### src/rtl/flash_erase_pkg.sv
package flash_erase_pkg;

  typedef enum logic [2:0] {
    ST_IDLE,
    ST_CMD,
    ST_GAP,
    ST_POLL,
    ST_STEP,
    ST_NEXT
  } seqState_t;

  // control -> datapath strobes
  typedef struct packed {
    logic loadReq;
    logic advance;
    logic byteClr;
    logic byteInc;
    logic gapLoad;
    logic selPoll;
  } seqStrobe_t;

  localparam logic [7:0] OP_BLOCK_ERASE = 8'h50;
  localparam logic [7:0] OP_PAGE_ERASE  = 8'h81;
  localparam logic [7:0] OP_STATUS_RD   = 8'hD7;
  localparam logic [7:0] FILL_BYTE      = 8'h00;
  localparam logic [7:0] READY_MASK     = 8'h80;
  localparam int         CMD_BYTES      = 4;
  localparam int         POLL_BYTES     = 2;

endpackage

### src/rtl/flash_erase_cmdfmt.sv
module flash_erase_cmdfmt
  import flash_erase_pkg::*;
(
  input  logic        isBlock,
  input  logic        selPoll,
  input  logic [1:0]  byteIdx,
  input  logic [15:0] addrHi,   // device address bits 23:8
  output logic [7:0]  txByte
);

  always_comb begin
    if (selPoll) begin
      txByte = (byteIdx == 2'd0) ? OP_STATUS_RD : FILL_BYTE;
    end else begin
      unique case (byteIdx)
        2'd0:    txByte = isBlock ? OP_BLOCK_ERASE : OP_PAGE_ERASE;
        2'd1:    txByte = addrHi[15:8];
        2'd2:    txByte = addrHi[7:0];
        default: txByte = FILL_BYTE;
      endcase
    end
  end

endmodule

### src/rtl/flash_erase_dp.sv
module flash_erase_dp
  import flash_erase_pkg::*;
#(
  parameter int NUM_PAGES   = 2048,
  parameter int PAGE_SHIFT  = 9,
  parameter int BLOCK_PAGES = 8,
  parameter int POLL_GAP    = 16,
  localparam int PG_W  = $clog2(NUM_PAGES),
  localparam int CNT_W = $clog2(NUM_PAGES + 1)
)(
  input  logic             clk,
  input  logic             rstN,
  input  seqStrobe_t       strobe,
  input  logic [PG_W-1:0]  reqStartPage,
  input  logic [CNT_W-1:0] reqPageCount,
  input  logic [7:0]       spiRxByte,
  output logic             reqFits,
  output logic             remZero,
  output logic             gapDone,
  output logic             lastByte,
  output logic             statusReady,
  output logic [7:0]       spiTxByte
);

  localparam int ADDR_W = 24;
  localparam int SUM_W  = CNT_W + 1;
  localparam int GAP_W  = $clog2(POLL_GAP + 1);

  logic [CNT_W-1:0] curPage, remPages, stepSize;
  logic [1:0]       byteIdx;
  logic [GAP_W-1:0] gapCnt;
  logic             isBlock;
  logic [15:0]      addrHi;

  assign reqFits = (SUM_W'(reqStartPage) + SUM_W'(reqPageCount)) <= SUM_W'(NUM_PAGES);

  assign isBlock  = ((curPage & CNT_W'(BLOCK_PAGES - 1)) == '0) &&
                    (remPages >= CNT_W'(BLOCK_PAGES));
  assign stepSize = isBlock ? CNT_W'(BLOCK_PAGES) : CNT_W'(1);
  assign remZero  = (remPages == '0);

  always_ff @(posedge clk) begin
    if (!rstN) begin
      curPage  <= '0;
      remPages <= '0;
    end else if (strobe.loadReq) begin
      curPage  <= CNT_W'(reqStartPage);
      remPages <= reqPageCount;
    end else if (strobe.advance) begin
      curPage  <= curPage + stepSize;
      remPages <= remPages - stepSize;
    end
  end

  always_ff @(posedge clk) begin
    if (!rstN)               byteIdx <= '0;
    else if (strobe.byteClr) byteIdx <= '0;
    else if (strobe.byteInc) byteIdx <= byteIdx + 2'd1;
  end

  always_ff @(posedge clk) begin
    if (!rstN)               gapCnt <= '0;
    else if (strobe.gapLoad) gapCnt <= GAP_W'(POLL_GAP - 1);
    else if (gapCnt != '0)   gapCnt <= gapCnt - GAP_W'(1);
  end

  assign gapDone     = (gapCnt == '0);
  assign lastByte    = strobe.selPoll ? (byteIdx == 2'(POLL_BYTES - 1))
                                      : (byteIdx == 2'(CMD_BYTES - 1));
  assign statusReady = |(spiRxByte & READY_MASK);
  assign addrHi      = 16'((ADDR_W'(curPage) << PAGE_SHIFT) >> 8);

  flash_erase_cmdfmt fmt_i (
    .isBlock (isBlock),
    .selPoll (strobe.selPoll),
    .byteIdx (byteIdx),
    .addrHi  (addrHi),
    .txByte  (spiTxByte)
  );

endmodule

### src/rtl/flash_erase_ctrl.sv
module flash_erase_ctrl
  import flash_erase_pkg::*;
(
  input  logic       clk,
  input  logic       rstN,
  input  logic       reqValid,
  input  logic       reqFits,
  input  logic       remZero,
  input  logic       gapDone,
  input  logic       lastByte,
  input  logic       statusReady,
  input  logic       spiByteDone,
  output seqStrobe_t strobe,
  output logic       busy,
  output logic       done,
  output logic       reject,
  output logic       spiCs,
  output logic       spiByteReq
);

  seqState_t state, stateNxt;
  logic      rejectQ;

  always_comb begin
    stateNxt       = state;
    strobe         = '0;
    strobe.selPoll = (state == ST_POLL);
    unique case (state)
      ST_IDLE: begin
        if (reqValid && reqFits) begin
          strobe.loadReq = 1'b1;
          strobe.byteClr = 1'b1;
          stateNxt       = ST_NEXT;
        end
      end
      ST_CMD: begin
        if (spiByteDone) begin
          if (lastByte) begin
            strobe.byteClr = 1'b1;
            strobe.gapLoad = 1'b1;
            stateNxt       = ST_GAP;
          end else begin
            strobe.byteInc = 1'b1;
          end
        end
      end
      ST_GAP: begin
        if (gapDone) stateNxt = ST_POLL;
      end
      ST_POLL: begin
        if (spiByteDone) begin
          if (lastByte) begin
            strobe.byteClr = 1'b1;
            if (statusReady) begin
              stateNxt = ST_STEP;
            end else begin
              strobe.gapLoad = 1'b1;
              stateNxt       = ST_GAP;
            end
          end else begin
            strobe.byteInc = 1'b1;
          end
        end
      end
      ST_STEP: begin
        strobe.advance = 1'b1;
        stateNxt       = ST_NEXT;
      end
      ST_NEXT: begin
        stateNxt = remZero ? ST_IDLE : ST_CMD;
      end
      default: stateNxt = ST_IDLE;
    endcase
  end

  always_ff @(posedge clk) begin
    if (!rstN) begin
      state   <= ST_IDLE;
      rejectQ <= 1'b0;
    end else begin
      state   <= stateNxt;
      rejectQ <= (state == ST_IDLE) && reqValid && !reqFits;
    end
  end

  assign busy       = (state != ST_IDLE);
  assign done       = (state == ST_NEXT) && remZero;
  assign reject     = rejectQ;
  assign spiCs      = (state == ST_CMD) || (state == ST_POLL);
  assign spiByteReq = spiCs;

endmodule

### src/rtl/flash_erase_seq.sv
module flash_erase_seq
  import flash_erase_pkg::*;
#(
  parameter int NUM_PAGES   = 2048,
  parameter int PAGE_SHIFT  = 9,
  parameter int BLOCK_PAGES = 8,
  parameter int POLL_GAP    = 16,
  localparam int PG_W  = $clog2(NUM_PAGES),
  localparam int CNT_W = $clog2(NUM_PAGES + 1)
)(
  input  logic             clk,
  input  logic             rstN,
  input  logic             reqValid,
  input  logic [PG_W-1:0]  reqStartPage,
  input  logic [CNT_W-1:0] reqPageCount,
  output logic             busy,
  output logic             done,
  output logic             reject,
  output logic             spiCs,
  output logic             spiByteReq,
  output logic [7:0]       spiTxByte,
  input  logic             spiByteDone,
  input  logic [7:0]       spiRxByte
);

  seqStrobe_t strobe;
  logic reqFits, remZero, gapDone, lastByte, statusReady;

  flash_erase_ctrl ctrl_i (
    .clk         (clk),
    .rstN        (rstN),
    .reqValid    (reqValid),
    .reqFits     (reqFits),
    .remZero     (remZero),
    .gapDone     (gapDone),
    .lastByte    (lastByte),
    .statusReady (statusReady),
    .spiByteDone (spiByteDone),
    .strobe      (strobe),
    .busy        (busy),
    .done        (done),
    .reject      (reject),
    .spiCs       (spiCs),
    .spiByteReq  (spiByteReq)
  );

  flash_erase_dp #(
    .NUM_PAGES   (NUM_PAGES),
    .PAGE_SHIFT  (PAGE_SHIFT),
    .BLOCK_PAGES (BLOCK_PAGES),
    .POLL_GAP    (POLL_GAP)
  ) dp_i (
    .clk          (clk),
    .rstN         (rstN),
    .strobe       (strobe),
    .reqStartPage (reqStartPage),
    .reqPageCount (reqPageCount),
    .spiRxByte    (spiRxByte),
    .reqFits      (reqFits),
    .remZero      (remZero),
    .gapDone      (gapDone),
    .lastByte     (lastByte),
    .statusReady  (statusReady),
    .spiTxByte    (spiTxByte)
  );

endmodule

### config.mk
export PLATFORM = sky130hd
export DESIGN_NAME = flash_erase_seq
export DESIGN_NICKNAME = d
export VERILOG_FILES = /design/src/rtl/flash_erase_pkg.sv /design/src/rtl/flash_erase_cmdfmt.sv /design/src/rtl/flash_erase_dp.sv /design/src/rtl/flash_erase_ctrl.sv /design/src/rtl/flash_erase_seq.sv
export SDC_FILE = /design/constraint.sdc
export NUM_CORES = 1
export LEC_CHECK = 0
export CAP_MARGIN = 30
export CORE_UTILIZATION = 40
export DETAILED_ROUTE_END_ITERATION = 12
export DONT_BUFFER_PORTS = 1
export HOLD_SLACK_MARGIN = 0.02
export PLACE_DENSITY = 0.53
export REMOVE_ABC_BUFFERS = 1
export SYNTH_ARGS = -nofsm -noshare
export SYNTH_HDL_FRONTEND = slang
export SYNTH_HIERARCHICAL = 1
export SYNTH_SLANG_ARGS = --single-unit
### constraint.sdc
create_clock -name clk -period 4.1 [get_ports clk]
set_input_delay 0.82 -clock clk [delete_from_list [all_inputs] [get_ports clk]]
set_output_delay 0.82 -clock clk [all_outputs]
set_load 0.05 [all_outputs]
==> metrics.md, run 1 <==
| Metric | Value |
|---|---|
| Max cap viols | `0` |
| Starting DRC count in detailed routing | `68` |
| Kind of end point of the critical path | `flip-flop` |
| Area leader, netlist | `dfxtp_1` |
| Clock transition at path regs | `0.07 ns` |
| Slew headroom | `63.5%` |
| GRT overflow | `0` |
| Crit path buffers/inverters | `3` |
| Worst-margin pin slew | `0.547 ns` |
| Cell count after synthesis | `360` |
| Number of gates resized after cts | `0` |
| Htree depth | `2` |
| Vias/cell | `5.36` |
| Worst-Skew Late Latency | `0.29 ns` |
| Routed vias | `2,460` |
| Row cnt | `30` |
| Count of different cell masters after synthesis | `61` |
| Worst hold start | `dp_i/gapCnt[4]` |
| Most frequent CP cell | `inv_1` |
| Setup TNS Final | `0 ns` |
| Die Width | `85.8 µm` |
| Final wirelength | `6.77 mm` |
| Final Hold Vio Count | `0` |
| Initial core utilization | `41.3%` |
| Layout cells sized above 1 | `7.16%` |
| Pins over their slew limit | `0` |
| Leak | `1.19 nW` |
| RR Startpoint | `dp_i/remPages[6]` |
| Initial antenna violation count | `0` |
| Status | `finished clean` |
| Kind of critical path | `input port to flip-flop` |
| CTS Hold Bufs | `0` |
| Setup crit start | `reqStartPage[0]` |
| Synth Register Bits | `35` |
| CP startpoint kind | `input port` |
| Post-synth EDFFs | `0` |
| Router iterations before antenna repair | `4` |
| Antenna diode count | `0` |
| Seq/Total Area, Yosys | `25.0%` |
| I/O Buffers | `0` |
| RSZ-0062 raised after global routing | `no` |
| RD Place Congestion | `0.803` |
| Mean post-synth cell area | `7.80 µm²` |
| CTS root buf | `clkbuf_8` |
| Slowest cell on the critical path | `or4_1` |
| ANT nets after route | `0` |
| Min-delay worst type | `flip-flop to flip-flop` |
| Layout area overhead | `8.20%` |
| Worst vdd ir | `0.000348 V` |
| Worst path cell trace | `ha_1 -> inv_1 -> fa_1 -> xnor2_1 -> nor4b_1 -> o211ai_1 -> or4_1 -> o21ai_1 -> and3_1 -> buf_12 -> inv_1 -> o21ai_0 -> a21oi_1` |
| Layout Skew | `0.00758 ns` |
| Finished Layout Cells | `459` |
| Fill cells | `727` |
| WP data required | `4.27 ns` |
| Setup bufs post-CTS | `0` |
| Residual DRC | `0` |
| Post-DP HPWL | `5.18 mm` |
| Core Region | `6790 µm²` |
| Global-route wire length before repair | `11.7 mm` |
| WL/cell | `14.7 µm` |
| Final WS setup | `0.461 ns` |
| Synth area leaders | `dfxtp_1 25%, ha_1 8.0%, nand2_1 4.7%` |
| Setup Slack @ Placement | `0.205 ns` |
| Die area | `7360 µm²` |
| Vias in the first global route | `2,443` |
| Ports | `48` |
| Die height | `85.8 µm` |
| PD cells | `798 nW/µm²` |
| Post-synth top flop | `dfxtp_1` |
| Async S/R FF share, synth | `0%` |
| Top cell type's share of synthesized area | `25.0%` |
| Total number of yosys warnings | `6` |
| Fmax | `0.275 GHz` |
| CTS buffer count | `5` |
| Top cells by count, synth | `35 x dfxtp_1, 35 x nand2_1, 25 x nor2_1` |
| Final setup vio count | `0` |
| Tcrit/Tclk final | `88.7%` |
| CTS tree | `built` |
| Crit-path max FO | `41` |
| GR Util All Layers | `20.2%` |
| Crit-path leading delay family | `simple AND/OR/NAND/NOR gates` |
| Pin count of the biggest net entering global routing | `42` |
| WP data arrival | `3.81 ns` |
| Final #Nets | `417` |
| Critical path's largest stage delay | `0.49 ns` |
| Syn Std Cell Area | `2810 µm²` |
| Min Tclk post-route | `3.64 ns` |
| Placed cell count | `452` |
| Clock buffer depth | `2` |
| Clk sinks | `35` |
worst paths after layout:
check / endpoint / slack, ns / cells after the start
max: dp_i/curPage[7] / 0.46 / 13
min: dp_i/gapCnt[4] / 0.44 / 2
max reg2reg: dp_i/remPages[9] / 0.73 / 10
min reg2reg: dp_i/gapCnt[4] / 0.44 / 2
sequential cells by signal, indices dropped and copies added (netlist names):
register and flops:
dp_i/gapCnt 5, ctrl_i/state 3, dp_i/byteIdx 2, ctrl_i/reject 1, dp_i/curPage 12, dp_i/remPages 12
stage by stage:
step | util (%) | hold WS (ns) | area (µm²) | power (W)
after floorplan | - | 0.423 | 2740 | 0.00190
after global placement | 43.4 | 0.435 | 2950 | 0.00216
after detailed placement | 43.4 | 0.437 | 2950 | 0.00218
after CTS | 44.7 | 0.448 | 3040 | 0.00245
after global routing | 44.7 | 0.484 | 3040 | 0.00264
final | 44.7 | 0.444 | 3040 | 0.00243
worst min-delay path: cells and delay by family, from the launching register on:
kind | cells | cell delay (ns)
compound gates | 1 | 0.04
simple gates | 1 | 0.05
flops | 1 | 0.32
power by group:
part | total [W] | leakage, nW | internal (W) | switching (W)
clock | 0.000255 | 0.0470 | 0.000132 | 0.000123
sequential | 0.000593 | 0.286 | 0.000451 | 0.000142
combinational | 0.00158 | 0.856 | 0.000565 | 0.00101
total | 0.00243 | 1.19 | 0.00115 | 0.00128
cells by family (layout without fill, tap and decap cells):
kind of cell,after synthesis,after routing,synth area share [%]
DFF,35,35,25.0
other,1,4,0.134
adders and majority gates,19,19,8.73
and+or+nand+nor,152,152,29.7
buffers and inverters,31,31,4.81
xor gates and xnor gates,26,26,8.11
AOI/OAI and AO/OA,88,88,20.7
muxes,8,8,2.85
metal layers:
| layer | GRT usage [%] | vias to the layer above | routed length, µm |
|---|---|---|---|
| met5 | 0 | - | 0 |
| met4 | 5.91 | 0 | 59 |
| met3 | 4.81 | 4 | 300 |
| met2 | 34.3 | 45 | 3140 |
| met1 | 25.4 | 1133 | 3260 |
| li1 | - | 1278 | - |
placed cells by master, fill, tap and decap left out, drive strengths merged, types with 9 or more instances in the layout:
cell type  Yosys  layout
a211oi         9       9
a21oi         14      14
and2          20      20
buf            7       9
dfxtp         35      35
ha            18      18
inv           15      15
nand2         35      35
nand3         14      14
nor2          25      25
nor2b         11      11
nor3           9       9
o21ai         28      28
xnor2         13      13
xor2          13      13
layout make-up:
cell class              count  area, µm²  share of cell area [%]
multi-input cells         297       1990                    65.6
repair buffers              9       80.1                    2.64
inverters                  15       56.3                    1.85
clock inverters             1       5.00                   0.165
clock buffers               6       82.6                    2.72
well taps                  96        120                    3.95
flip-flops and latches     35        701                    23.1
(Power assumes the default switching activity.)
==> inputs of run 2 (changes only) <==
--- a/config.mk
+++ b/config.mk
@@ -7,10 +7,10 @@
 export LEC_CHECK = 0
 export CAP_MARGIN = 30
 export CORE_UTILIZATION = 40
+export CTS_BUF_LIST = sky130_fd_sc_hd__clkbuf_4 sky130_fd_sc_hd__clkbuf_8
 export DETAILED_ROUTE_END_ITERATION = 12
 export DONT_BUFFER_PORTS = 1
 export HOLD_SLACK_MARGIN = 0.02
-export PLACE_DENSITY = 0.53
 export REMOVE_ABC_BUFFERS = 1
 export SYNTH_ARGS = -nofsm -noshare
 export SYNTH_HDL_FRONTEND = slang
==> run 2 against run 1 <==
Against the previous run: global-route usage fell by 1.7 points; sequential power hardly changed; via count is 0.53% lower; non-clock buffer count is the same; largest power group unchanged; fmax increased by 1.9%; worst setup slack better by 0.068 ns; sequential share of layout area increased by 0.086 points; final area decreased by 0.37%.
==> metrics.md, run 2 (same netlist as run 1, synthesis figures left out) <==
| Metric | Value |
|---|---|
| Starting DRC count in detailed routing | `93 (+37%)` |
| Crit-path leading delay family | `simple AND/OR/NAND/NOR gates` |
| CTS root buf | `clkbuf_8` |
| Fill cells | `692 (-4.8%)` |
| Kind of end point of the critical path | `flip-flop` |
| Min Tclk post-route | `3.57 ns (-0.0683 ns)` |
| Most frequent cells in the layout | `35 x nand2_1, 35 x dfxtp_1, 25 x nor2_1, 21 x o21ai_1, 20 x and2_1` |
| Finished Layout Cells | `460 (+0.22%)` |
| RSZ-0062 raised after global routing | `no` |
| Worst path cell trace | `ha_1 -> inv_1 -> fa_1 -> xnor2_1 -> nor4b_1 -> o211ai_1 -> or4_1 -> o21ai_1 -> and3_1 -> buf_4 -> a211oi_1 -> a21oi_1 -> nor2b_1` |
| Htree depth | `2 (unchanged)` |
| Pins over their slew limit | `0 (unchanged)` |
| Combinational power share | `64.9% (about the same)` |
| CTS Hold Bufs | `0 (unchanged)` |
| ANT nets after route | `0 (unchanged)` |
| Switching pwr | `0.00128 W (+0.25%)` |
| Layout area overhead | `7.80%` |
| Setup TNS Final | `0 ns (unchanged)` |
| Leak | `1.18 nW (-0.47%)` |
| Crit path buffers/inverters | `2 (-1)` |
| Internal power | `0.00113 W (-1.2%)` |
| Post-DP HPWL | `4.90 mm (-5.3%)` |
| Layout cells sized above 1 | `7.42% (+0.26 points)` |
| CTS tree | `built` |
| Residual DRC | `0 (unchanged)` |
| Vias/cell | `5.32 (-0.74%)` |
| Worst-margin pin slew | `0.622 ns (+0.0752 ns)` |
| Setup Slack @ Placement | `0.265 ns (+0.0601 ns)` |
| Worst hold start | `dp_i/gapCnt[4]` |
| CTS buffer count | `5 (unchanged)` |
| WP data required | `4.28 ns (about the same)` |
| Flop pwr share | `24.5% (about the same)` |
| RD Place Congestion | `0.830 (+3.4%)` |
| Worst vdd ir | `0.000284 V (-19%)` |
| Clk pwr share | `10.6% (about the same)` |
| Switching share of power | `53.0% (+0.36 points)` |
| Initial core utilization | `41.3% (unchanged)` |
| Die height | `85.8 µm (unchanged)` |
| Final setup vio count | `0 (unchanged)` |
| Final core occ | `44.5% (-0.17 points)` |
| Core Region | `6790 µm² (unchanged)` |
| Max cap viols | `0 (unchanged)` |
| Status | `finished clean` |
| Die Width | `85.8 µm (unchanged)` |
| Setup bufs post-CTS | `0 (unchanged)` |
| CP startpoint kind | `input port` |
| Number of gates resized after cts | `0 (unchanged)` |
| Tcrit/Tclk final | `87.1% (-1.7 points)` |
| Global-route wire length before repair | `10.8 mm (-7.7%)` |
| Ports | `48 (unchanged)` |
| Final #Nets | `417 (unchanged)` |
| Worst hold slack | `0.448 ns (+0.00369 ns)` |
| Die area | `7360 µm² (unchanged)` |
| Clock buffer depth | `2 (unchanged)` |
| Antenna diode count | `0 (unchanged)` |
| Slowest cell on the critical path | `or4_1` |
| PD cells | `798 nW/µm² (about the same)` |
| Final WS setup | `0.530 ns (+0.0683 ns)` |
| Pin count of the biggest net entering global routing | `36 (-14%)` |
| RR Startpoint | `dp_i/remPages[6]` |
| Slew headroom | `58.0% (-5.5 points)` |
| Fmax | `0.280 GHz (+1.9%)` |
| Setup crit start | `reqStartPage[0]` |
| Row cnt | `30 (unchanged)` |
| Critical path's largest stage delay | `0.49 ns (about the same)` |
| Vias in the first global route | `2,317 (-5.2%)` |
| Min-delay worst type | `flip-flop to flip-flop` |
| WP data arrival | `3.75 ns (-0.06 ns)` |
| GRT overflow | `0 (unchanged)` |
| Worst-Skew Late Latency | `0.29 ns (about the same)` |
| Clk sinks | `35 (unchanged)` |
| I/O Buffers | `0 (unchanged)` |
| Clock transition at path regs | `0.07 ns (about the same)` |
| Kind of critical path | `input port to flip-flop` |
| Routed vias | `2,447 (-0.53%)` |
| Final wirelength | `6.33 mm (-6.4%)` |
| Placed cell count | `452 (unchanged)` |
| Final Hold Vio Count | `0 (unchanged)` |
| Initial antenna violation count | `0 (unchanged)` |
| Router iterations before antenna repair | `4 (unchanged)` |
| WL/cell | `13.8 µm (-6.6%)` |
| Largest registers | `dp_i/curPage x12, dp_i/remPages x12, dp_i/gapCnt x5` |
| GR Util All Layers | `18.5% (-1.7 points)` |
| Crit-path max FO | `24 (-41%)` |
| Layout Skew | `0.0107 ns (+0.00311 ns)` |
run 2: cell count changes in the layout (fill, tap and decap cells not counted), sizes merged:
cell and change:
clkinvlp +1
run 2: per-stage QoR:
step / instance area, µm² / total power, W
finish: 3030 / 0.00242
global route: 3030 / 0.00263
floorplan: 2740 / 0.00190
CTS: 3030 / 0.00242
detailed placement: 2940 / 0.00216
global placement: 2940 / 0.00214
run 2: power by group through the flow:
| stage | Clock [W] | Combinational [W] | Sequential, W |
|---|---|---|---|
| after detailed placement | 0 | 0.00156 | 0.000598 |
| final | 0.000256 | 0.00157 | 0.000592 |
| after global routing | 0.000279 | 0.00174 | 0.000615 |
| after global placement | 0 | 0.00155 | 0.000595 |
| after floorplan | 0 | 0.00133 | 0.000564 |
| after CTS | 0.000265 | 0.00157 | 0.000591 |
run 2: area by class of cell:
class / instances / area [µm²] / share of cell area (%)
multi-input cells: 297 / 1990 / 65.9
flip-flops and latches: 35 / 701 / 23.2
well taps: 96 / 120 / 3.97
clock buffers: 6 / 76.3 / 2.52
repair buffers: 9 / 67.6 / 2.23
inverters: 15 / 56.3 / 1.86
clock inverters: 2 / 12.5 / 0.413
run 2: metal layers:
layer / wire length [µm] / track usage, % / vias to the layer above / part of all wire, %
met2: 2770 / 28.9 / 56 / 44
met1: 3130 / 24.6 / 1100 / 49
li1: - / - / 1282 / -
met5: 0 / 0 / - / 0
met3: 325 / 5.29 / 9 / 5.1
met4: 107 / 6.06 / 0 / 1.7
run 2: worst paths after layout:
kind | endpoint | slack (ns) | depth (start not counted)
worst max-delay path | dp_i/remPages[0] | 0.53 | 13
worst min-delay path | dp_i/gapCnt[4] | 0.45 | 2
worst max register to register | dp_i/remPages[9] | 0.79 | 10
worst min register to register | dp_i/gapCnt[4] | 0.45 | 2
run 2: tightest hold or removal path, delay by kind of cell, from the launching register on:
family	cells	cell delay [ns]
and+or+nand+nor	1	0.05
DFF	1	0.32
AOI/OAI and AO/OA	1	0.04
==> inputs of run 3 (changes only) <==
--- a/config.mk
+++ b/config.mk
@@ -6,6 +6,7 @@
 export NUM_CORES = 1
 export LEC_CHECK = 0
 export CAP_MARGIN = 30
+export CORE_MARGIN = 4
 export CORE_UTILIZATION = 40
 export CTS_BUF_LIST = sky130_fd_sc_hd__clkbuf_4 sky130_fd_sc_hd__clkbuf_8
 export DETAILED_ROUTE_END_ITERATION = 12
==> run 3 against run 2 <==
Against the previous run: core utilization unchanged; worst hold slack better by 0.0040 ns; wire length up 2.9%; final area is the same; clock power decreased by 2%; first-iteration DRC count decreased by 8.6%; critical path type unchanged; largest cell class unchanged.
==> metrics.md, run 3 (same netlist as run 1, synthesis figures left out) <==
| Metric | Value |
|---|---|
| Status | `finished clean` |
| Kind of critical path | `input port to flip-flop` |
| Worst-margin pin slew | `0.692 ns (+0.0707 ns)` |
| Fmax | `0.277 GHz (-1.0%)` |
| Clock transition at path regs | `0.08 ns (about the same)` |
| Max cap viols | `0 (unchanged)` |
| Clk sinks | `35 (unchanged)` |
| Leak | `1.18 nW (-0.38%)` |
| WP data required | `4.28 ns (about the same)` |
| Finished Cell Area | `3030 µm² (unchanged)` |
| Routed vias | `2,496 (+2.0%)` |
| Most frequent cells in the layout | `35 x nand2_1, 35 x dfxtp_1, 25 x nor2_1, 21 x o21ai_1, 20 x and2_1` |
| Pin count of the biggest net entering global routing | `36 (unchanged)` |
| Htree depth | `2 (unchanged)` |
| Final setup vio count | `0 (unchanged)` |
| Worst path cell trace | `ha_1 -> inv_1 -> fa_1 -> xnor2_1 -> nor4b_1 -> o211ai_1 -> or4_1 -> o21ai_1 -> and3_1 -> buf_4 -> a211oi_1 -> a21oi_1 -> nor2b_1` |
| RR Startpoint | `dp_i/remPages[6]` |
| Die area | `8420 µm² (+14%)` |
| Tcrit/Tclk final | `88.0% (+0.90 points)` |
| CTS Hold Bufs | `0 (unchanged)` |
| Layout cells sized above 1 | `7.42% (unchanged)` |
| Worst R2R Path Depth | `10 (unchanged)` |
| Worst hold start | `dp_i/gapCnt[4]` |
| Fill cells | `718 (+3.8%)` |
| Max layer used | `met4` |
| Final WS setup | `0.493 ns (-0.0369 ns)` |
| Layout area overhead | `7.80% (unchanged)` |
| Vias in the first global route | `2,360 (+1.9%)` |
| Critical path's largest stage delay | `0.49 ns (about the same)` |
| GRT overflow | `0 (unchanged)` |
| Residual DRC | `0 (unchanged)` |
| Slowest cell on the critical path | `or4_1` |
| Min-delay worst type | `flip-flop to flip-flop` |
| Crit-path max FO | `19 (-21%)` |
| Hold depth | `2 (unchanged)` |
| Antenna diode count | `0 (unchanged)` |
| Total power draw | `0.00241 W (-0.40%)` |
| WHS Endpoint | `dp_i/gapCnt[4]` |
| Die Width | `91.8 µm (+7.0%)` |
| Initial core utilization | `41.3% (unchanged)` |
| Final #Nets | `417 (unchanged)` |
| Worst-Skew Late Latency | `0.29 ns (about the same)` |
| Clock buffer depth | `2 (unchanged)` |
| Vias/cell | `5.43 (+2.0%)` |
| WL/cell | `14.2 µm (+2.9%)` |
| Global-route wire length before repair | `11.1 mm (+2.8%)` |
| Setup bufs post-CTS | `0 (unchanged)` |
| CP startpoint kind | `input port` |
| Router iterations before antenna repair | `4 (unchanged)` |
| CTS buffer count | `5 (unchanged)` |
| ANT nets after route | `0 (unchanged)` |
| Starting DRC count in detailed routing | `85 (-8.6%)` |
| PD cells | `795 nW/µm² (-0.40%)` |
| Number of gates resized after cts | `0 (unchanged)` |
| CTS tree | `built` |
| Initial antenna violation count | `0 (unchanged)` |
| Row cnt | `30 (unchanged)` |
| Pins over their slew limit | `0 (unchanged)` |
| Slew headroom | `53.6% (-4.4 points)` |
| WP data arrival | `3.79 ns (+0.04 ns)` |
| Met1 wire length | `3.09 mm (-1.3%)` |
| Placed inst area | `2940 µm² (unchanged)` |
| Reg2reg setup slack | `0.82 ns (+0.03 ns)` |
| Layout Skew | `0.00636 ns (-0.00433 ns)` |
| RD Place Congestion | `0.883 (+6.4%)` |
| Min Tclk post-route | `3.61 ns (+0.0369 ns)` |
| Met3 wire length | `388 µm (+19%)` |
| Final Hold Vio Count | `0 (unchanged)` |
| Met2 routed WL | `2.96 mm (+6.8%)` |
| Kind of end point of the critical path | `flip-flop` |
| Reg-to-reg endpoint | `dp_i/remPages[9]` |
| Core Region | `6790 µm² (unchanged)` |
| GR Util All Layers | `16.1% (-2.4 points)` |
| Final wirelength | `6.51 mm (+2.9%)` |
| Largest registers | `dp_i/curPage x12, dp_i/remPages x12, dp_i/gapCnt x5` |
| Post-DP HPWL | `5.17 mm (+5.5%)` |
| RSZ-0062 raised after global routing | `no` |
| CTS root buf | `clkbuf_8` |
| Worst vdd ir | `0.000264 V (-7.0%)` |
| Setup TNS Final | `0 ns (unchanged)` |
| Ports | `48 (unchanged)` |
| Setup Slack @ Placement | `0.145 ns (-0.120 ns)` |
| I/O Buffers | `0 (unchanged)` |
| Die height | `91.8 µm (+7.0%)` |
==> run 3: cell types whose count changed in the layout (fill, tap and decap cells not counted) <==
cell and change:
clkbuf_4 -1, clkinvlp_4 +1
==> run 3: area by class of cell <==
cell class | instances | area, µm² | share of cell area, %
Multi-Input combinational cell | 297 | 1990 | 65.9
Sequential cell | 35 | 701 | 23.2
Clock buffer | 5 | 68.8 | 2.27
Tap cell | 96 | 120 | 3.97
Inverter | 15 | 56.3 | 1.86
Clock inverter | 3 | 20.0 | 0.661
Timing Repair Buffer | 9 | 67.6 | 2.23
==> run 3: critical path, delay by kind of cell <==
kind	cells	cell delay, ns
AOI/OAI and AO/OA	4	0.64
xor gates and xnor gates	1	0.14
adders and majority gates	2	0.56
buffers and inverters	2	0.34
and+or+nand+nor	4	1.28
==> run 3: routing by layer <==
layer	global-route usage, %	vias to the layer above
met5	0	-
met4	4.46	0
met3	4.59	7
met2	26.1	53
met1	20.8	1154
li1	-	1282
==> run 3: worst max-delay path by stage <==
stage,startpoint,end,slack [ns],cells past startpoint
6_report,reqStartPage[0],dp_i/remPages[1],0.49,13
5_1_grt,reqStartPage[0],dp_i/remPages[1],0.29,13
4_1_cts,reqStartPage[0],dp_i/remPages[1],0.45,13
3_5_place_dp,reqStartPage[0],dp_i/remPages[1],0.14,13
3_3_place_gp,reqStartPage[0],dp_i/remPages[1],0.21,13
2_1_floorplan,reqStartPage[0],dp_i/curPage[7],0.17,12
==> run 3: power breakdown <==
part	switching, W	leakage, nW	internal [W]
registers	0.000143	0.286	0.000451
clock network	0.000132	0.0402	0.000118
logic	0.00100	0.852	0.000558
total	0.00128	1.18	0.00113
==> run 3: per-stage QoR <==
stage / utilization [%] / instances / hold slack (ns)
after CTS: 44.5 / 460 / 0.453
after detailed placement: 43.2 / 452 / 0.442
after global routing: 44.5 / 460 / 0.474
after global placement: 43.2 / 452 / 0.431
final: 44.5 / 460 / 0.452
after floorplan: - / 347 / 0.423
